<file path="config.mk">
export PLATFORM = sky130hd
export DESIGN_NAME = operand_addr_decoder
export DESIGN_NICKNAME = d
export VERILOG_FILES = /design/src/rtl/amd_pkg.sv /design/src/rtl/hdr_splitter.sv /design/src/rtl/disp_former.sv /design/src/rtl/ea_adder.sv /design/src/rtl/operand_addr_decoder.sv
export SDC_FILE = /design/constraint.sdc
export NUM_CORES = 1
export LEC_CHECK = 0
export ABC_CLOCK_PERIOD_IN_PS = 4500
export CAP_MARGIN = 15
export CORE_ASPECT_RATIO = 2
export CORE_MARGIN = 10
export CORE_UTILIZATION = 42
export DETAILED_ROUTE_END_ITERATION = 6
export GPL_ROUTABILITY_DRIVEN = 0
export PLACE_DENSITY = 0.8
export SETUP_SLACK_MARGIN = 0.3
export SYNTH_ARGS = -nofsm -noshare
export SYNTH_HDL_FRONTEND = slang
export SYNTH_SLANG_ARGS = --single-unit
</file>
<file path="constraint.sdc">
create_clock -name clk -period 4.5 [get_ports clk]
set_input_delay 0.9 -clock clk [delete_from_list [all_inputs] [get_ports clk]]
set_output_delay 0.9 -clock clk [all_outputs]
set_load 0.05 [all_outputs]
</file>
<file path="src/rtl/amd_pkg.sv">
package amd_pkg;

  typedef enum logic [1:0] {
    MOD_NODISP = 2'b00,
    MOD_DISP8  = 2'b01,
    MOD_DISP16 = 2'b10,
    MOD_REGREG = 2'b11
  } amode_e;

  localparam logic [2:0] RM_DIRECT = 3'b110;

  typedef struct packed {
    logic [5:0] opc;
    logic       dir;
    logic       wide;
    amode_e     mode;
    logic [2:0] reg_f;
    logic [2:0] rm_f;
  } hdr_fields_t;

endpackage

</file>
<file path="src/rtl/hdr_splitter.sv">
module hdr_splitter
  import amd_pkg::*;
#(
  parameter int BYTE_W = 8
) (
  input  logic [BYTE_W-1:0] op_b,
  input  logic [BYTE_W-1:0] mode_b,
  output hdr_fields_t       fld
);
  always_comb begin
    fld.opc   = op_b[7:2];
    fld.dir   = op_b[1];
    fld.wide  = op_b[0];
    fld.mode  = amode_e'(mode_b[7:6]);
    fld.reg_f = mode_b[5:3];
    fld.rm_f  = mode_b[2:0];
  end
endmodule

</file>
<file path="src/rtl/disp_former.sv">
module disp_former
  import amd_pkg::*;
#(
  parameter int OFS_W  = 16,
  parameter int BYTE_W = 8
) (
  input  amode_e            mode,
  input  logic [2:0]        rm_f,
  input  logic [BYTE_W-1:0] lo_b,
  input  logic [BYTE_W-1:0] hi_b,
  output logic [OFS_W-1:0]  disp,
  output logic [1:0]        len,
  output logic              direct
);
  localparam int PAD_W = OFS_W - BYTE_W;

  function automatic logic [OFS_W-1:0] widen_signed(input logic [BYTE_W-1:0] b);
    return {{PAD_W{b[BYTE_W-1]}}, b};
  endfunction

  function automatic logic [OFS_W-1:0] join_bytes(input logic [BYTE_W-1:0] l,
                                                  input logic [BYTE_W-1:0] h);
    return {{(OFS_W-2*BYTE_W){1'b0}}, h, l};
  endfunction

  always_comb begin
    direct = (mode == MOD_NODISP) && (rm_f == RM_DIRECT);
    unique case (mode)
      MOD_DISP8: begin
        disp = widen_signed(lo_b);
        len  = 2'd1;
      end
      MOD_DISP16: begin
        disp = join_bytes(lo_b, hi_b);
        len  = 2'd2;
      end
      MOD_NODISP: begin
        disp = direct ? join_bytes(lo_b, hi_b) : '0;
        len  = direct ? 2'd2 : 2'd0;
      end
      default: begin
        disp = '0;
        len  = 2'd0;
      end
    endcase
  end
endmodule

</file>
<file path="src/rtl/ea_adder.sv">
module ea_adder
  import amd_pkg::*;
#(
  parameter int OFS_W = 16
) (
  input  amode_e            mode,
  input  logic [2:0]        rm_f,
  input  logic              direct,
  input  logic [OFS_W-1:0]  bx,
  input  logic [OFS_W-1:0]  bp,
  input  logic [OFS_W-1:0]  si,
  input  logic [OFS_W-1:0]  di,
  input  logic [OFS_W-1:0]  disp,
  output logic [OFS_W-1:0]  ea,
  output logic              stack_seg,
  output logic              mem_op
);
  function automatic logic [OFS_W-1:0] base_of(input logic [2:0] code,
                                               input logic [OFS_W-1:0] b_x,
                                               input logic [OFS_W-1:0] b_p,
                                               input logic [OFS_W-1:0] s_i,
                                               input logic [OFS_W-1:0] d_i);
    logic [OFS_W-1:0] first, second;
    first  = code[1] ? b_p : b_x;
    second = code[0] ? d_i : s_i;
    case (code)
      3'b100:  return s_i;
      3'b101:  return d_i;
      3'b110:  return b_p;
      3'b111:  return b_x;
      default: return first + second;
    endcase
  endfunction

  logic [OFS_W-1:0] base_v;
  logic             uses_bp;

  always_comb begin
    mem_op    = (mode != MOD_REGREG);
    base_v    = direct ? '0 : base_of(rm_f, bx, bp, si, di);
    uses_bp   = (rm_f == 3'b010) || (rm_f == 3'b011) || ((rm_f == 3'b110) && !direct);
    stack_seg = mem_op && uses_bp;
    ea        = mem_op ? (base_v + disp) : '0;
  end

  always_comb begin
    if (direct) begin
      a_direct_no_stack_r6: assert (!stack_seg);
    end
  end
endmodule

</file>
<file path="src/rtl/operand_addr_decoder.sv">
module operand_addr_decoder
  import amd_pkg::*;
#(
  parameter int OFS_W  = 16,
  parameter int BYTE_W = 8
) (
  input  logic              clk,
  input  logic              rst_n,
  input  logic              in_valid,
  input  logic [BYTE_W-1:0] op_byte,
  input  logic [BYTE_W-1:0] mode_byte,
  input  logic [BYTE_W-1:0] disp_lo,
  input  logic [BYTE_W-1:0] disp_hi,
  input  logic [OFS_W-1:0]  reg_bx,
  input  logic [OFS_W-1:0]  reg_bp,
  input  logic [OFS_W-1:0]  reg_si,
  input  logic [OFS_W-1:0]  reg_di,
  output logic              out_valid,
  output logic [5:0]        opc,
  output logic              dir_to_reg,
  output logic              wide,
  output logic [2:0]        reg_sel,
  output logic [2:0]        rm_sel,
  output logic              is_mem,
  output logic [1:0]        disp_len,
  output logic              seg_stack,
  output logic [OFS_W-1:0]  eff_addr
);
  hdr_fields_t      fld;
  logic [OFS_W-1:0] disp_w;
  logic [1:0]       len_w;
  logic             direct_w;
  logic [OFS_W-1:0] ea_w;
  logic             stack_w;
  logic             mem_w;

  hdr_splitter #(.BYTE_W(BYTE_W)) u_split (
    .op_b  (op_byte),
    .mode_b(mode_byte),
    .fld   (fld)
  );

  disp_former #(.OFS_W(OFS_W), .BYTE_W(BYTE_W)) u_disp (
    .mode  (fld.mode),
    .rm_f  (fld.rm_f),
    .lo_b  (disp_lo),
    .hi_b  (disp_hi),
    .disp  (disp_w),
    .len   (len_w),
    .direct(direct_w)
  );

  ea_adder #(.OFS_W(OFS_W)) u_ea (
    .mode     (fld.mode),
    .rm_f     (fld.rm_f),
    .direct   (direct_w),
    .bx       (reg_bx),
    .bp       (reg_bp),
    .si       (reg_si),
    .di       (reg_di),
    .disp     (disp_w),
    .ea       (ea_w),
    .stack_seg(stack_w),
    .mem_op   (mem_w)
  );

  always_ff @(posedge clk) begin
    if (!rst_n) begin
      out_valid  <= 1'b0;
      opc        <= '0;
      dir_to_reg <= 1'b0;
      wide       <= 1'b0;
      reg_sel    <= '0;
      rm_sel     <= '0;
      is_mem     <= 1'b0;
      disp_len   <= '0;
      seg_stack  <= 1'b0;
      eff_addr   <= '0;
    end else begin
      out_valid <= in_valid;
      if (in_valid) begin
        opc        <= fld.opc;
        dir_to_reg <= fld.dir;
        wide       <= fld.wide;
        reg_sel    <= fld.reg_f;
        rm_sel     <= fld.rm_f;
        is_mem     <= mem_w;
        disp_len   <= len_w;
        seg_stack  <= stack_w;
        eff_addr   <= ea_w;
      end
    end
  end

  p_valid_follows_r11: assert property (@(posedge clk) disable iff (!rst_n)
    in_valid |=> out_valid);

  p_hold_when_idle_r11: assert property (@(posedge clk) disable iff (!rst_n)
    !in_valid |=> ($stable(eff_addr) && $stable(reg_sel) && $stable(disp_len)));

  p_regform_quiet_r3: assert property (@(posedge clk) disable iff (!rst_n)
    (out_valid && !is_mem) |-> (disp_len == 2'd0 && eff_addr == '0 && !seg_stack));

  p_direct_abs_r6: assert property (@(posedge clk) disable iff (!rst_n)
    (in_valid && mode_byte[7:6] == 2'b00 && mode_byte[2:0] == 3'b110)
      |=> (disp_len == 2'd2 && !seg_stack
           && eff_addr == {{(OFS_W-2*BYTE_W){1'b0}}, $past(disp_hi), $past(disp_lo)}));

  p_short_disp_mem_r4: assert property (@(posedge clk) disable iff (!rst_n)
    (out_valid && disp_len == 2'd1) |-> is_mem);

  p_fields_r2: assert property (@(posedge clk) disable iff (!rst_n)
    in_valid |=> (reg_sel == $past(mode_byte[5:3]) && rm_sel == $past(mode_byte[2:0])));
endmodule

</file>
==> flow_summary.ini <==
[worst_setup_path]
path_cells = clkdlybuf4s50_1 > mux2_2 > ha_4 > a21o_1 > a21oi_2 > o21bai_2 > a21oi_2 > or4_1 > nand3_2 > ha_4 > a21o_1 > a21oi_2 > a2bb2oi_1 > a31oi_1 > xor2_1 > xnor2_1 > o21ai_1
max_stage_delay_ns = 0.52
cp_max_fo = 4
r2r_cells = 3
crit_type = in -> reg
cpMaxStageDelayCell = or4_1
cp-start-kind = input port
cp_common_cell = a21oi_2
crit_required_ns = 4.66
arrival_ns = 4.45
reg2reg_slack_ns = 3.75
crit_path_end_kind = register

[route]
vias = 4265
routedWlPerCell_um = 18.2
drc = 0
dr.first_iter.drc_count = 249
avgViaCountPerCell = 5.72
ant_nets = 0
drt-total-wl_um = 13500
first_pass_iters = 6

[cts]
clock_latency_ns = 0.27
path_clk_slew_ns = 0.05
cts_root_buffer = clkbuf_16
cts_buffer_depth = 2
cts_tree = yes
cts_buffers = 5
ctsHoldBuffers = 0
htree_levels = 2
clock_sinks = 35

[synthesis]
yosysSeqAreaShare = 0.186
synth.net_count = 588
ys_ff_latch = 35
syn_inst = 457
synth.distinct_cells = 54
synth_area_per_cell_um2 = 8.22
yosysWarnings = 0
synth_area_um2 = 3760

[grt]
globalRouteOverflowTotal = 0
grt_pass1_wl_um = 20600
grt_max_degree = 34
grt_pass1_vias = 4454
antenna_found_initial = 0
grt_usage = 0.185

[final_layout]
drive_above_1_share = 0.248
diodes = 0
area_growth_pct = 62.9
top_register = eff_addr
largest_register_ffs = 16
layout_commonest_cell = clkdlybuf4s50_1
layout.nets = 777
reg.largest.list = eff_addr (16), opc (6)
final_cell_mix = 117 x clkdlybuf4s50_1, 67 x buf_4, 36 x mux2i_1
final_util = 0.703
n_fill_cell = 664

[timing]
period_share = 0.955
skew_ns = 0
finalSetupTns_ns = 0
timing.final.hold_violations = 0
setup_viol = 0
fin_crit_ns = 4.30
fmaxAchievable_ghz = 0.233
slew_headroom = 0.459
slew_violations = 0
rsz0062_at_grt = true
worstMarginPinSlew_ns = 0.810

[floorplan]
die_h_um = 154
dieArea_um2 = 13400
start_util = 0.431
rows = 48
chipWidth_um = 86.9
io_pins = 134
core_area_um2 = 8710

[pwr]
p_leak_uw = 0.00271
power.density_nw_per_um2 = 281
power.total_uw = 1720
ir_drop_v = 0.000176

[min_path]
hold_path_class = reg -> reg
min_path_cells = 2

[place]
io_buffers = 133
post-dp-hpwl_um = 10800

[run]
drv_cap = 0

[run_status]
status = finished, final reports clean
[report_power, final]
group          switching [uW]  internal (uW)
sequential               17.6            343
clock                     111            198
combinational             532            517
total                     661           1060
[through the flow]
step	cell area [um^2]	setup WS (ns)	hold WS [ns]	cells
floorplan	3900	0.129	0.661	457
global placement	5600	-0.153	0.443	720
detailed placement	5600	-0.236	0.455	720
CTS	5840	0.276	0.473	736
global route	6120	0.0540	0.486	745
finish	6120	0.204	0.470	745
[path summary, 6_finish.rpt]
kind,from,end
max,reg_bp[3],eff_addr[15]$_SDFFE_PN0P_
max reg2reg,eff_addr[0]$_SDFFE_PN0P_,eff_addr[0]$_SDFFE_PN0P_
min reg2reg,eff_addr[9]$_SDFFE_PN0P_,eff_addr[9]$_SDFFE_PN0P_
min,eff_addr[9]$_SDFFE_PN0P_,eff_addr[9]$_SDFFE_PN0P_
[cell usage after synthesis (all sizes together)]
library cell	count	area, um^2
o211ai	9	77.6
nor2b	24	150
a311oi	5	43.8
a31o	2	17.5
nor3b	1	7.51
or2	1	6.26
nor3	8	45.0
buf	11	55.0
a221oi	1	8.76
nand3b	1	7.51
mux2	28	315
ha	30	375
a21boi	4	30.0
xnor2	13	114
a21oi	36	184
o21ai	22	118
a31oi	3	18.8
o41ai	1	8.76
fa	2	40.0
a2111o	1	11.3
a2bb2oi	1	8.76
and3	3	18.8
o22ai	11	68.8
nand2b	4	25.0
nand3	8	40.0
nand4b	1	8.76
nor2	27	104
or4	2	15.0
nand4	5	31.3
a211oi	7	67.6
a22o	1	8.76
and3b	2	17.5
o21bai	3	22.5
xor2	12	105
mux2i	36	360
o31ai	1	7.51
nand2	26	97.6
o221ai	1	15.0
a21o	24	180
clkbuf	12	45.0
or3	2	12.5
inv	12	45.0
and2	17	106
o2111a	1	11.3
dfxtp	35	701
[critical path, delay by kind of cell]
family | cells | cell delay, ns
xor+xnor | 2 | 0.36
buf+inv | 1 | 0.43
simple gates | 2 | 0.62
mux | 1 | 0.31
compound gates | 9 | 1.31
fa+ha+maj | 2 | 0.50
[layout make-up]
cell class              instances  area [um^2]  share of cell area
multi-input cells             387         3220               0.526
repair buffers                205         1900               0.310
flip-flops and latches         35          701               0.114
clock buffers                   6          129              0.0211
well taps                     100          125              0.0204
inverters                      12         45.0             0.00736
[timing repair]
item	4_1_cts	5_1_grt
endpoints found under the setup margin	7	7
hold endpoints to repair	0	0
resized for setup	37	39
buffers inserted	10	9
pin swaps	23	42
[kinds of logic after synthesis]
| family | Yosys count | share of synthesized area |
|---|---|---|
| fa+ha+maj | 32 | 0.111 |
| xor+xnor | 25 | 0.0583 |
| compound gates | 134 | 0.242 |
| simple gates | 132 | 0.184 |
| mux | 64 | 0.180 |
| buf+inv | 35 | 0.0386 |
| flops | 35 | 0.186 |
[per-layer routing]
metal	GRT usage	vias to the layer above	share of wire
met5	0	-	0
li1	-	2050	-
met1	0.164	2012	0.33
met3	0.0360	41	0.062
met2	0.369	162	0.57
met4	0.0861	0	0.035
Note: power is estimated with default switching activity, not from simulation.
